File: config.mk
export PLATFORM = sky130hd
export DESIGN_NAME = diag_flag_cmp
export DESIGN_NICKNAME = d
export VERILOG_FILES = /design/src/rtl/diag_cmp_pkg.sv /design/src/rtl/diag_word_cmp.sv /design/src/rtl/diag_qty_cmp.sv /design/src/rtl/diag_flag_pack.sv /design/src/rtl/diag_flag_cmp.sv
export SDC_FILE = /design/constraint.sdc
export NUM_CORES = 1
export LEC_CHECK = 0
export BUFFER_PORTS_ARGS = -buffer_cell sky130_fd_sc_hd__buf_2
export CAP_MARGIN = 10
export CORE_AREA = 2 2 171 173
export DETAILED_ROUTE_END_ITERATION = 10
export DIE_AREA = 0 0 173 175
export MAX_ROUTING_LAYER = met4
export PLACE_DENSITY_LB_ADDON = 0.12
export SKIP_LAST_GASP = 1
export SLEW_MARGIN = 20
export SYNTH_ARGS = -nofsm -noshare
export SYNTH_HDL_FRONTEND = slang
export SYNTH_HIERARCHICAL = 1
export SYNTH_SLANG_ARGS = --single-unit
export TNS_END_PERCENT = 1
File: constraint.sdc
create_clock -name clk -period 0.8 [get_ports clk]
set_input_delay 0.04 -clock clk [delete_from_list [all_inputs] [get_ports clk]]
set_output_delay 0.04 -clock clk [all_outputs]
set_load 0.01 [all_outputs]
File: src/rtl/diag_cmp_pkg.sv
package diag_cmp_pkg;
  localparam int unsigned NUM_LVL = 4;
  localparam int unsigned LVL_HI_ALM = 0;
  localparam int unsigned LVL_LO_ALM = 1;
  localparam int unsigned LVL_HI_WRN = 2;
  localparam int unsigned LVL_LO_WRN = 3;

  typedef struct packed {
    logic hi_alm;
    logic lo_alm;
    logic hi_wrn;
    logic lo_wrn;
  } qty_flags_t;
endpackage

File: src/rtl/diag_word_cmp.sv
module diag_word_cmp #(
  parameter int unsigned WORD_W    = 16,
  parameter bit          IS_SIGNED = 1'b0,
  parameter bit          CHK_BELOW = 1'b0
) (
  input  logic [WORD_W-1:0] val,
  input  logic [WORD_W-1:0] lim,
  output logic              hit
);
  generate
    if (IS_SIGNED && CHK_BELOW) begin : g_s_below
      assign hit = $signed(val) < $signed(lim);
    end else if (IS_SIGNED) begin : g_s_above
      assign hit = $signed(val) > $signed(lim);
    end else if (CHK_BELOW) begin : g_u_below
      assign hit = val < lim;
    end else begin : g_u_above
      assign hit = val > lim;
    end
  endgenerate
endmodule

File: src/rtl/diag_qty_cmp.sv
module diag_qty_cmp
  import diag_cmp_pkg::*;
#(
  parameter int unsigned WORD_W    = 16,
  parameter bit          IS_SIGNED = 1'b0
) (
  input  logic [WORD_W-1:0]         val,
  input  logic [NUM_LVL*WORD_W-1:0] lim_set,
  output qty_flags_t                flags
);
  logic [NUM_LVL-1:0] lvl_hit;

  generate
    for (genvar l = 0; l < NUM_LVL; l++) begin : g_lvl
      diag_word_cmp #(
        .WORD_W   (WORD_W),
        .IS_SIGNED(IS_SIGNED),
        .CHK_BELOW((l % 2) == 1)
      ) u_cmp (
        .val(val),
        .lim(lim_set[l*WORD_W +: WORD_W]),
        .hit(lvl_hit[l])
      );
    end
  endgenerate

  assign flags.hi_alm = lvl_hit[LVL_HI_ALM];
  assign flags.lo_alm = lvl_hit[LVL_LO_ALM];
  assign flags.hi_wrn = lvl_hit[LVL_HI_WRN];
  assign flags.lo_wrn = lvl_hit[LVL_LO_WRN];
endmodule

File: src/rtl/diag_flag_pack.sv
module diag_flag_pack
  import diag_cmp_pkg::*;
#(
  parameter int unsigned NUM_QTY = 5,
  parameter int unsigned OUT_W   = 16
) (
  input  qty_flags_t [NUM_QTY-1:0] q_flags,
  output logic [OUT_W-1:0]         alm_word,
  output logic [OUT_W-1:0]         wrn_word
);
  always_comb begin
    alm_word = '0;
    wrn_word = '0;
    for (int q = 0; q < NUM_QTY; q++) begin
      alm_word[OUT_W-1-2*q] = q_flags[q].hi_alm;
      alm_word[OUT_W-2-2*q] = q_flags[q].lo_alm;
      wrn_word[OUT_W-1-2*q] = q_flags[q].hi_wrn;
      wrn_word[OUT_W-2-2*q] = q_flags[q].lo_wrn;
    end
  end
endmodule

File: src/rtl/diag_flag_cmp.sv
module diag_flag_cmp
  import diag_cmp_pkg::*;
#(
  parameter int unsigned        NUM_QTY     = 5,
  parameter int unsigned        WORD_W      = 16,
  parameter logic [NUM_QTY-1:0] SIGNED_MASK = 5'b00001,
  localparam int unsigned       BPW         = WORD_W / 8,
  localparam int unsigned       LIM_BYTES   = NUM_QTY * NUM_LVL * BPW,
  localparam int unsigned       RD_BYTES    = NUM_QTY * BPW
) (
  input  logic                   clk,
  input  logic                   rst_n,
  input  logic                   smp_vld,
  input  logic [LIM_BYTES*8-1:0] lim_img,
  input  logic [RD_BYTES*8-1:0]  rd_img,
  output logic [7:0]             alm_flg_a,
  output logic [7:0]             alm_flg_b,
  output logic [7:0]             wrn_flg_a,
  output logic [7:0]             wrn_flg_b
);
  localparam int unsigned OUT_W = 16;

  qty_flags_t [NUM_QTY-1:0] q_flags;
  logic [OUT_W-1:0] alm_d, wrn_d, alm_cmb, wrn_cmb;
  logic [OUT_W-1:0] alm_q, wrn_q;

  generate
    for (genvar q = 0; q < NUM_QTY; q++) begin : g_qty
      logic [WORD_W-1:0]         rd_word;
      logic [NUM_LVL*WORD_W-1:0] lim_set;

      always_comb begin
        for (int j = 0; j < BPW; j++) begin
          rd_word[WORD_W-1-8*j -: 8] = rd_img[(q*BPW + j)*8 +: 8];
        end
        for (int l = 0; l < NUM_LVL; l++) begin
          for (int j = 0; j < BPW; j++) begin
            lim_set[l*WORD_W + WORD_W-1-8*j -: 8] =
              lim_img[((q*NUM_LVL + l)*BPW + j)*8 +: 8];
          end
        end
      end

      diag_qty_cmp #(
        .WORD_W   (WORD_W),
        .IS_SIGNED(SIGNED_MASK[q])
      ) u_qty (
        .val    (rd_word),
        .lim_set(lim_set),
        .flags  (q_flags[q])
      );
    end
  endgenerate

  diag_flag_pack #(
    .NUM_QTY(NUM_QTY),
    .OUT_W  (OUT_W)
  ) u_pack (
    .q_flags (q_flags),
    .alm_word(alm_cmb),
    .wrn_word(wrn_cmb)
  );

  always_comb begin
    alm_d = alm_q;
    wrn_d = wrn_q;
    if (smp_vld) begin
      alm_d = alm_cmb;
      wrn_d = wrn_cmb;
    end
  end

  always_ff @(posedge clk or negedge rst_n) begin
    if (!rst_n) begin
      alm_q <= '0;
      wrn_q <= '0;
    end else begin
      alm_q <= alm_d;
      wrn_q <= wrn_d;
    end
  end

  assign alm_flg_a = alm_q[15:8];
  assign alm_flg_b = alm_q[7:0];
  assign wrn_flg_a = wrn_q[15:8];
  assign wrn_flg_b = wrn_q[7:0];
endmodule

-- Yosys cells after proc, flatten, opt, wreduce, memory -nomap -nowiden
Cells that the tools add are included.
- output and inout port bits: 32
- input bits: 403
- logic and storage cells: 22
- flip-flop bits (word level): 20
- order comparisons: 20
- operator list (cell ; number):
    $gt A16 B16 Y1 ; 10
    $lt A16 B16 Y1 ; 10

-- Longest topological paths before layout
Gate-level depths: netlist of run 1.
- word-level depth: 1
- mapped depth: 8

-- Modules after synthesis
The synthesis of run 1 kept the hierarchy.
- by module, submodules not included (module ; cells each ; area an instance (µm²) ; instances):
    diag_word_cmp (g_qty[1].u_qty.g_lvl[0].u_cmp ...) ; 56 ; 406.6 ; 8
    diag_word_cmp (g_qty[1].u_qty.g_lvl[1].u_cmp ...) ; 52 ; 375.4 ; 8
    diag_flag_cmp ; 68 ; 1345.0 ; 1
    diag_word_cmp (g_qty[0].u_qty.g_lvl[0].u_cmp ...) ; 58 ; 416.6 ; 2
    diag_word_cmp (g_qty[0].u_qty.g_lvl[1].u_cmp ...) ; 50 ; 380.4 ; 2
    diag_flag_pack ; 33 ; 244.0 ; 1

-- Worst setup path after synthesis of run 1
No wires, ideal clock.
- path kind: in2reg
- start point: in lim_img[70]
- end point: reg alm_q[13]
- arrival: 1518 ps
- library setup time: 125 ps
- path buffers: 1
- data required time: 675 ps
- setup slack: -842 ps
- stages on the path: 8
- cells stage by stage: inv_1 > ha_1 > a21oi_1 > nand2_1 > a221o_1 > o31a_1 > buf_4 > mux2_2
- RTL lines (what ; RTL line ; source):
    start, declared ; diag_flag_cmp.sv:14 ; input logic [LIM_BYTES*8-1:0] lim_img,
    end signal, assigned ; diag_flag_cmp.sv:78 ; alm_q <= alm_d;
    end, declared ; diag_flag_cmp.sv:25 ; logic [OUT_W-1:0] alm_q, wrn_q;

==> metrics.txt, run 1 <==
clk slew on worst S/H paths 0.06 ns; Core ar. ~28000 um2; critical path capture point type register; static power due to leakage 8.48 nW; post-layout min period 1.46 ns; met2 wire len 15300 um; max-cap violations 0; num ports 435; Clock Path Buffers 2; max-slew violation count 0; # clock sinks 32; largest net degree at the start of global routing 33; failing checks negative setup slack; fillers 2822; CTS root buf clkbuf_16; vias per inst 4.63; placed cell areas 13200 um2; Nets 2466; DRC 0; final wirelength 31000 um; Avg WL per Cell around 14 um; WP buf/inv 1; Hold Crit Class in2reg; later-pin clock latency in the skew report 0.27 ns; RR Startpoint wrn_q[14]; unrepaired setup endpoints after global routing true; HPWL after DPL 27300 um; final instance area 14600 um2; # rows between 60 and 70; fin crit share 183%; Critical Path RT 0.96 ns; die height roughly 180 um; Setup TNS -13.58 ns; die footprint 30300 um2; Critical path origin rd_img[5]; CP max-delay cell or3b_4; TritonCTS clock tree built; status finished, violations left; area growth from synthesis to layout 54.9%; gpl congestion around 0.87; clock skew 0 ns; commonest cells after routing, fill and taps aside buf_2, inv_1, ha_1; endpoints failing hold 0; ordered cell list for the critical path buf_12 -> ha_4 -> and4_1 -> or3b_4 -> o31ai_4 -> a22oi_1 -> mux2_4; Max Freq 684 MHz; FF+latch count, synth 32; gr ovfl total 0; critical path class in2reg; DR pass1 iterations 4; WP data arrival 1.62 ns; slack of the critical path -0.662 ns; Routed Antenna Nets 0; Routed met1 length 13300 um; Critical Path Source Type input pin; YS warnings 6; Initial Utilization 33.2%; first-pass GRT wire length 48600 um; Mapped Cells 1181; Slew @ Worst Pin 0.484 ns; Worst path max stage delay 0.40 ns; Synth Area per Inst 7.99 um2; I/O Buffers 434; synth unique cells about 40; H-tree levels 2; commonest non-fill, non-tap cell in the layout buf_2; vias in the first global route 10.2k; initial antenna violation count 5; top routing layer in use met4; Peak VDD IR around 0.58 mV; crit-path leading delay family simple AND/OR/NAND/NOR gates; met3 routed wirelength 1720 um; Slew headroom 66.9%; PwrDens 794 nW/um2; hold_sp smp_vld; endpoints failing setup 52; Worst Path Max Fanout 4; sequential share of the synthesized area 8.48%; die width 173 um; DR iter-0 viols 242; Syn Std Cell Area 9440 um2; via count about 10k; TritonCTS Buffers 5; ratio of cells with drive above 1 in the final layout a little over two fifths; Total GRT Usage 20.3%
area by class of cell:
type / instances / area (um2) / area share (%)
clock buffers: 5 / 125 / 0.856
well taps: 384 / 480 / 3.29
clock inverters: 3 / 42.5 / 0.291
multi-input cells: 794 / 8300 / 56.7
repair buffers: 590 / 3570 / 24.4
flip-flops and latches: 32 / 801 / 5.48
inverters: 330 / 1290 / 8.82
diodes: 5 / 12.5 / 0.0856
cells in the mapped netlist (all sizes together):
cell type    n  share of area, %
a21o        38               3.0
nand4       50               3.4
o21a        10              0.80
a221o       16               1.7
buf         36               3.3
o311ai       8              0.74
ha         310                41
a2111oi     12               1.1
o2111ai      2              0.19
dfrtp       32               8.5
a2111o       2              0.24
nor4         8               1.1
o31a         8              0.74
nand3       16              0.85
a31oi        2              0.13
nand2b      10              0.66
and3         8              0.53
nand2       50               2.0
mux2        32               5.0
o21ai       36               1.9
a21boi       8              0.95
or3b         2              0.19
nor3        10              0.53
a221oi       2              0.19
and4         2              0.19
a2bb2oi      2              0.19
or4          2              0.16
o211ai       2              0.16
inv        330                13
nor2b       10              0.66
o31ai        2              0.16
nor2        20              0.80
o221ai       2              0.19
a21oi       88               4.7
a22oi        2              0.16
conb         1             0.040
and2        10              0.66
power by group:
| group | switching (W) | total [W] | internal [W] |
|---|---|---|---|
| combinational | 0.00344 | 0.00740 | 0.00396 |
| clock | 0.000757 | 0.00222 | 0.00146 |
| sequential | 0.000133 | 0.00199 | 0.00185 |
| total | 0.00433 | 0.0116 | 0.00728 |
per-layer routing:
metal  GRT usage [%]  vias to the layer above
li1                -                     5194
met1            23.8                     4417
met2            35.8                      278
met3            3.57                       38
met4            5.08                        0
met5               -                        -
metrics by stage:
stage	cells	hold WS, ns	worst slack [ns]	power [W]	util, %
after floorplan	1192	-0.256	-0.814	0.00553	-
after global placement	2115	0.0181	-1.29	0.00856	46.5
after detailed placement	2115	0.0241	-1.20	0.00866	46.5
after CTS	2136	0.213	-0.575	0.0116	50.6
after global routing	2143	0.211	-0.665	0.0127	51.5
final	2143	0.212	-0.662	0.0116	51.5
tightest hold or removal path, stage by stage:
cell	delay [ns]
buf_2	0.15
buf_4	0.13
mux2_4	0.13
timing repair:
item                                    CTS  global route
gates resized for setup                 125            58
endpoints found under the setup margin   52            52
pin swaps                                44            25
gates cloned                              0             0
setup buffers                            13             2
endpoints found under the hold margin    32             0
hold buffers                              1             0
registers in the layout (all words and copies together) (netlist names):
name / flops
alm_q: 16
wrn_q: 16
cell families after synthesis:
kind of cell,synth area share (%)
and+or+nand+nor,11.7
adders and majority gates,41.1
buffers and inverters,16.4
other,0.0397
AOI/OAI and AO/OA,17.2
muxes,5.01
DFF,8.48
final timing paths:
kind	slack (ns)	endpoint	cells past startpoint
worst max-delay path	-0.66	wrn_q[14]	7
worst min register to register	0.50	alm_q[8]	1
max in group asynchronous	0.32	wrn_q[3]	3
worst min-delay path	0.21	wrn_q[12]	3
worst max register to register	0.01	wrn_q[14]	1
min in group asynchronous	0.30	wrn_q[6]	3
Power figures use the tool's default switching activity.
==> inputs of run 2 (changes only) <==
- BUFFER_PORTS_ARGS: -buffer_cell sky130_fd_sc_hd__buf_2 -> unset
- CORE_AREA: 2 2 171 173 -> 2 2 168 170
- DIE_AREA: 0 0 173 175 -> 0 0 170 172
- DONT_BUFFER_PORTS: unset -> 1
==> metrics.txt, run 2 (synthesis gave the netlist of run 1 again) <==
status finished, violations left (unchanged); failing checks negative hold slack, negative setup slack (was negative setup slack); total internal power 0.00596 W (was 0.00728 W); endpoints failing hold 64 (was 0); Switching Share 35.3% (was 37.3%); clock skew 0 ns (unchanged); placed cell areas 10800 um2 (was 13200 um2); via count 8210 (was 9927); H-tree levels 2 (unchanged); Hold Crit Class in2async (was in2reg); CTS root buf clkbuf_16 (unchanged); Critical Path Source Type input pin (unchanged); fin crit share 166% (was 183%); Slew @ Worst Pin 0.485 ns (was 0.484 ns); Most Used Layer, Global Route met2 (unchanged); gr ovfl total 0 (unchanged); # rows 61 (was 62); Total GRT Usage 18.6% (was 20.3%); Nets 2007 (was 2466); final wirelength 27600 um (was 31000 um); # clock sinks 32 (unchanged); DR pass1 iterations 4 (unchanged); met1 usage 21.6% (was 23.8%); vias in the first global route 8388 (was 10.2k); Setup TNS -10.84 ns (was -13.58 ns); met3 usage 3.89% (was 3.57%); final instance area 11100 um2 (was 14600 um2); I/O Buffers 0 (was 434); unrepaired setup endpoints after global routing true (unchanged); Final Non-Filler Cells 1641 (was 2143); Critical Path RT 0.96 ns (about the same); Avg WL per Cell 16.8 um (was 14.5 um); Setup WS pre-CTS -0.915 ns (was -1.20 ns); met2 Usage GRT 33.7% (was 35.8%); static power due to leakage 6.53 nW (was 8.48 nW); Clock Path Buffers 2 (unchanged); Peak VDD IR 0.730 mV (was 0.582 mV); Initial Utilization 34.4% (was 33.2%); sw power 0.00325 W (was 0.00433 W); initial antenna violation count 0 (was 5); HPWL after DPL 24800 um (was 27300 um); reg2reg path depth 1 (unchanged); critical path class in2reg (unchanged); die width 170 um (was 173 um); Core ar. 27500 um2 (was 28400 um2); clk slew on worst S/H paths 0.06 ns (about the same); gpl congestion 0.851 (was 0.869); PwrDens 826 nW/um2 (was 794 nW/um2); die height 172 um (was 175 um); Inst Count DP 1629 (was 2115); TritonCTS clock tree built (unchanged); critical path capture point type register (unchanged); first-pass GRT wire length 42300 um (was 48600 um); max-slew violation count 0 (unchanged); Comb power frac 57.1% (was 63.7%); commonest cells after routing, fill and taps aside inv_1, ha_1, buf_4 (was buf_2, inv_1, ha_1); clock power share 21.4% (was 19.1%); max-cap violations 0 (unchanged); hold_ws -0.543 ns (was 0.212 ns); largest net degree at the start of global routing 33 (unchanged); fillers 2888 (was 2822); DRC 0 (unchanged); Routed Antenna Nets 0 (unchanged); slack of the critical path -0.531 ns (was -0.662 ns); top flop regs alm_q (16), wrn_q (16) (unchanged); DR iter-0 viols 227 (was 242); area growth from synthesis to layout 18.1% (was 54.9%); num ports 435 (unchanged); WP data arrival 1.49 ns (was 1.62 ns); Max Freq 751 MHz (was 684 MHz); number of antenna diodes 0 (was 5); Design Power 0.00921 W (was 0.0116 W); Reg power frac 21.6% (was 17.1%); vias per inst 5.00 (was 4.63); endpoints failing setup 52 (unchanged); later-pin clock latency in the skew report 0.27 ns (about the same); TritonCTS Buffers 5 (unchanged); Worst Path Max Fanout 3 (was 4); die footprint 29200 um2 (was 30300 um2); post-layout min period 1.33 ns (was 1.46 ns); commonest non-fill, non-tap cell in the layout inv_1 (was buf_2); ratio of cells with drive above 1 in the final layout 18.0% (was 43.6%); Slew headroom 66.8% (was 66.9%)
-- run 2: changes by cell type in the layout (fill, tap and decap cells not counted), sizes merged --
cell and change:
buf -455, diode -5, clkbuf -2, bufinv -1
clkinv +1, clkinvlp -1, dlygate4sd3 -1
-- run 2: routing by layer --
metal  vias up  wire length [um]
li1       4262                 -
met1      3685             11700
met2       251             13800
met3        12              1750
met4         0               276
met5         -                 0
-- run 2: per-stage QoR --
| stage | util, % | hold slack [ns] |
|---|---|---|
| 2_1_floorplan | - | -0.256 |
| 3_3_place_gp | 39.4 | -0.253 |
| 3_5_place_dp | 39.4 | -0.253 |
| 4_1_cts | 40.3 | -0.557 |
| 5_1_grt | 40.6 | -0.561 |
| 6_report | 40.6 | -0.543 |
-- run 2: final timing paths --
| check | start | endpoint | slack [ns] |
|---|---|---|---|
| min in group clk | smp_vld | wrn_q[12] | -0.08 |
| setup reg to reg | alm_q[9] | alm_q[9] | 0.02 |
| hold reg to reg | alm_q[2] | alm_q[2] | 0.51 |
| max in group asynchronous | rst_n | wrn_q[9] | 1.25 |
| hold / removal | rst_n | alm_q[15] | -0.54 |
| setup / recovery | lim_img[165] | wrn_q[11] | -0.53 |
-- run 2: critical path, cell delays in order --
cell and delay [ns]:
inv_1 0.03, ha_1 0.28, nand4_1 0.20, nor2_1 0.07, a221o_1 0.33, o31a_1 0.30, mux2_4 0.25
-- run 2: power groups by stage --
stage               logic, W  registers (W)  clock network, W
global route         0.00607        0.00202           0.00215
global placement     0.00513        0.00202                 0
CTS                  0.00528        0.00200           0.00210
detailed placement   0.00520        0.00202                 0
finish               0.00526        0.00199           0.00197
floorplan            0.00342        0.00212                 0
-- run 2: final cells by class --
type                            instances  area [um2]  area share [%]
Sequential cell                        32         801            7.18
Timing Repair Buffer                  131         983            8.82
Inverter                              330        1290            11.6
Clock inverter                          2        10.0          0.0898
Tap cell                              346         433            3.88
Multi-Input combinational cell        794        7490            67.2
Clock buffer                            6         139            1.25
-- run 2: timing repair --
| action | 4_1_cts | 5_1_grt |
|---|---|---|
| hold endpoints to repair | 64 | 64 |
| gates resized for setup | 16 | 10 |
| setup buffers | 1 | 3 |
| pin swaps | 20 | 16 |
| endpoints found under the setup margin | 52 | 52 |
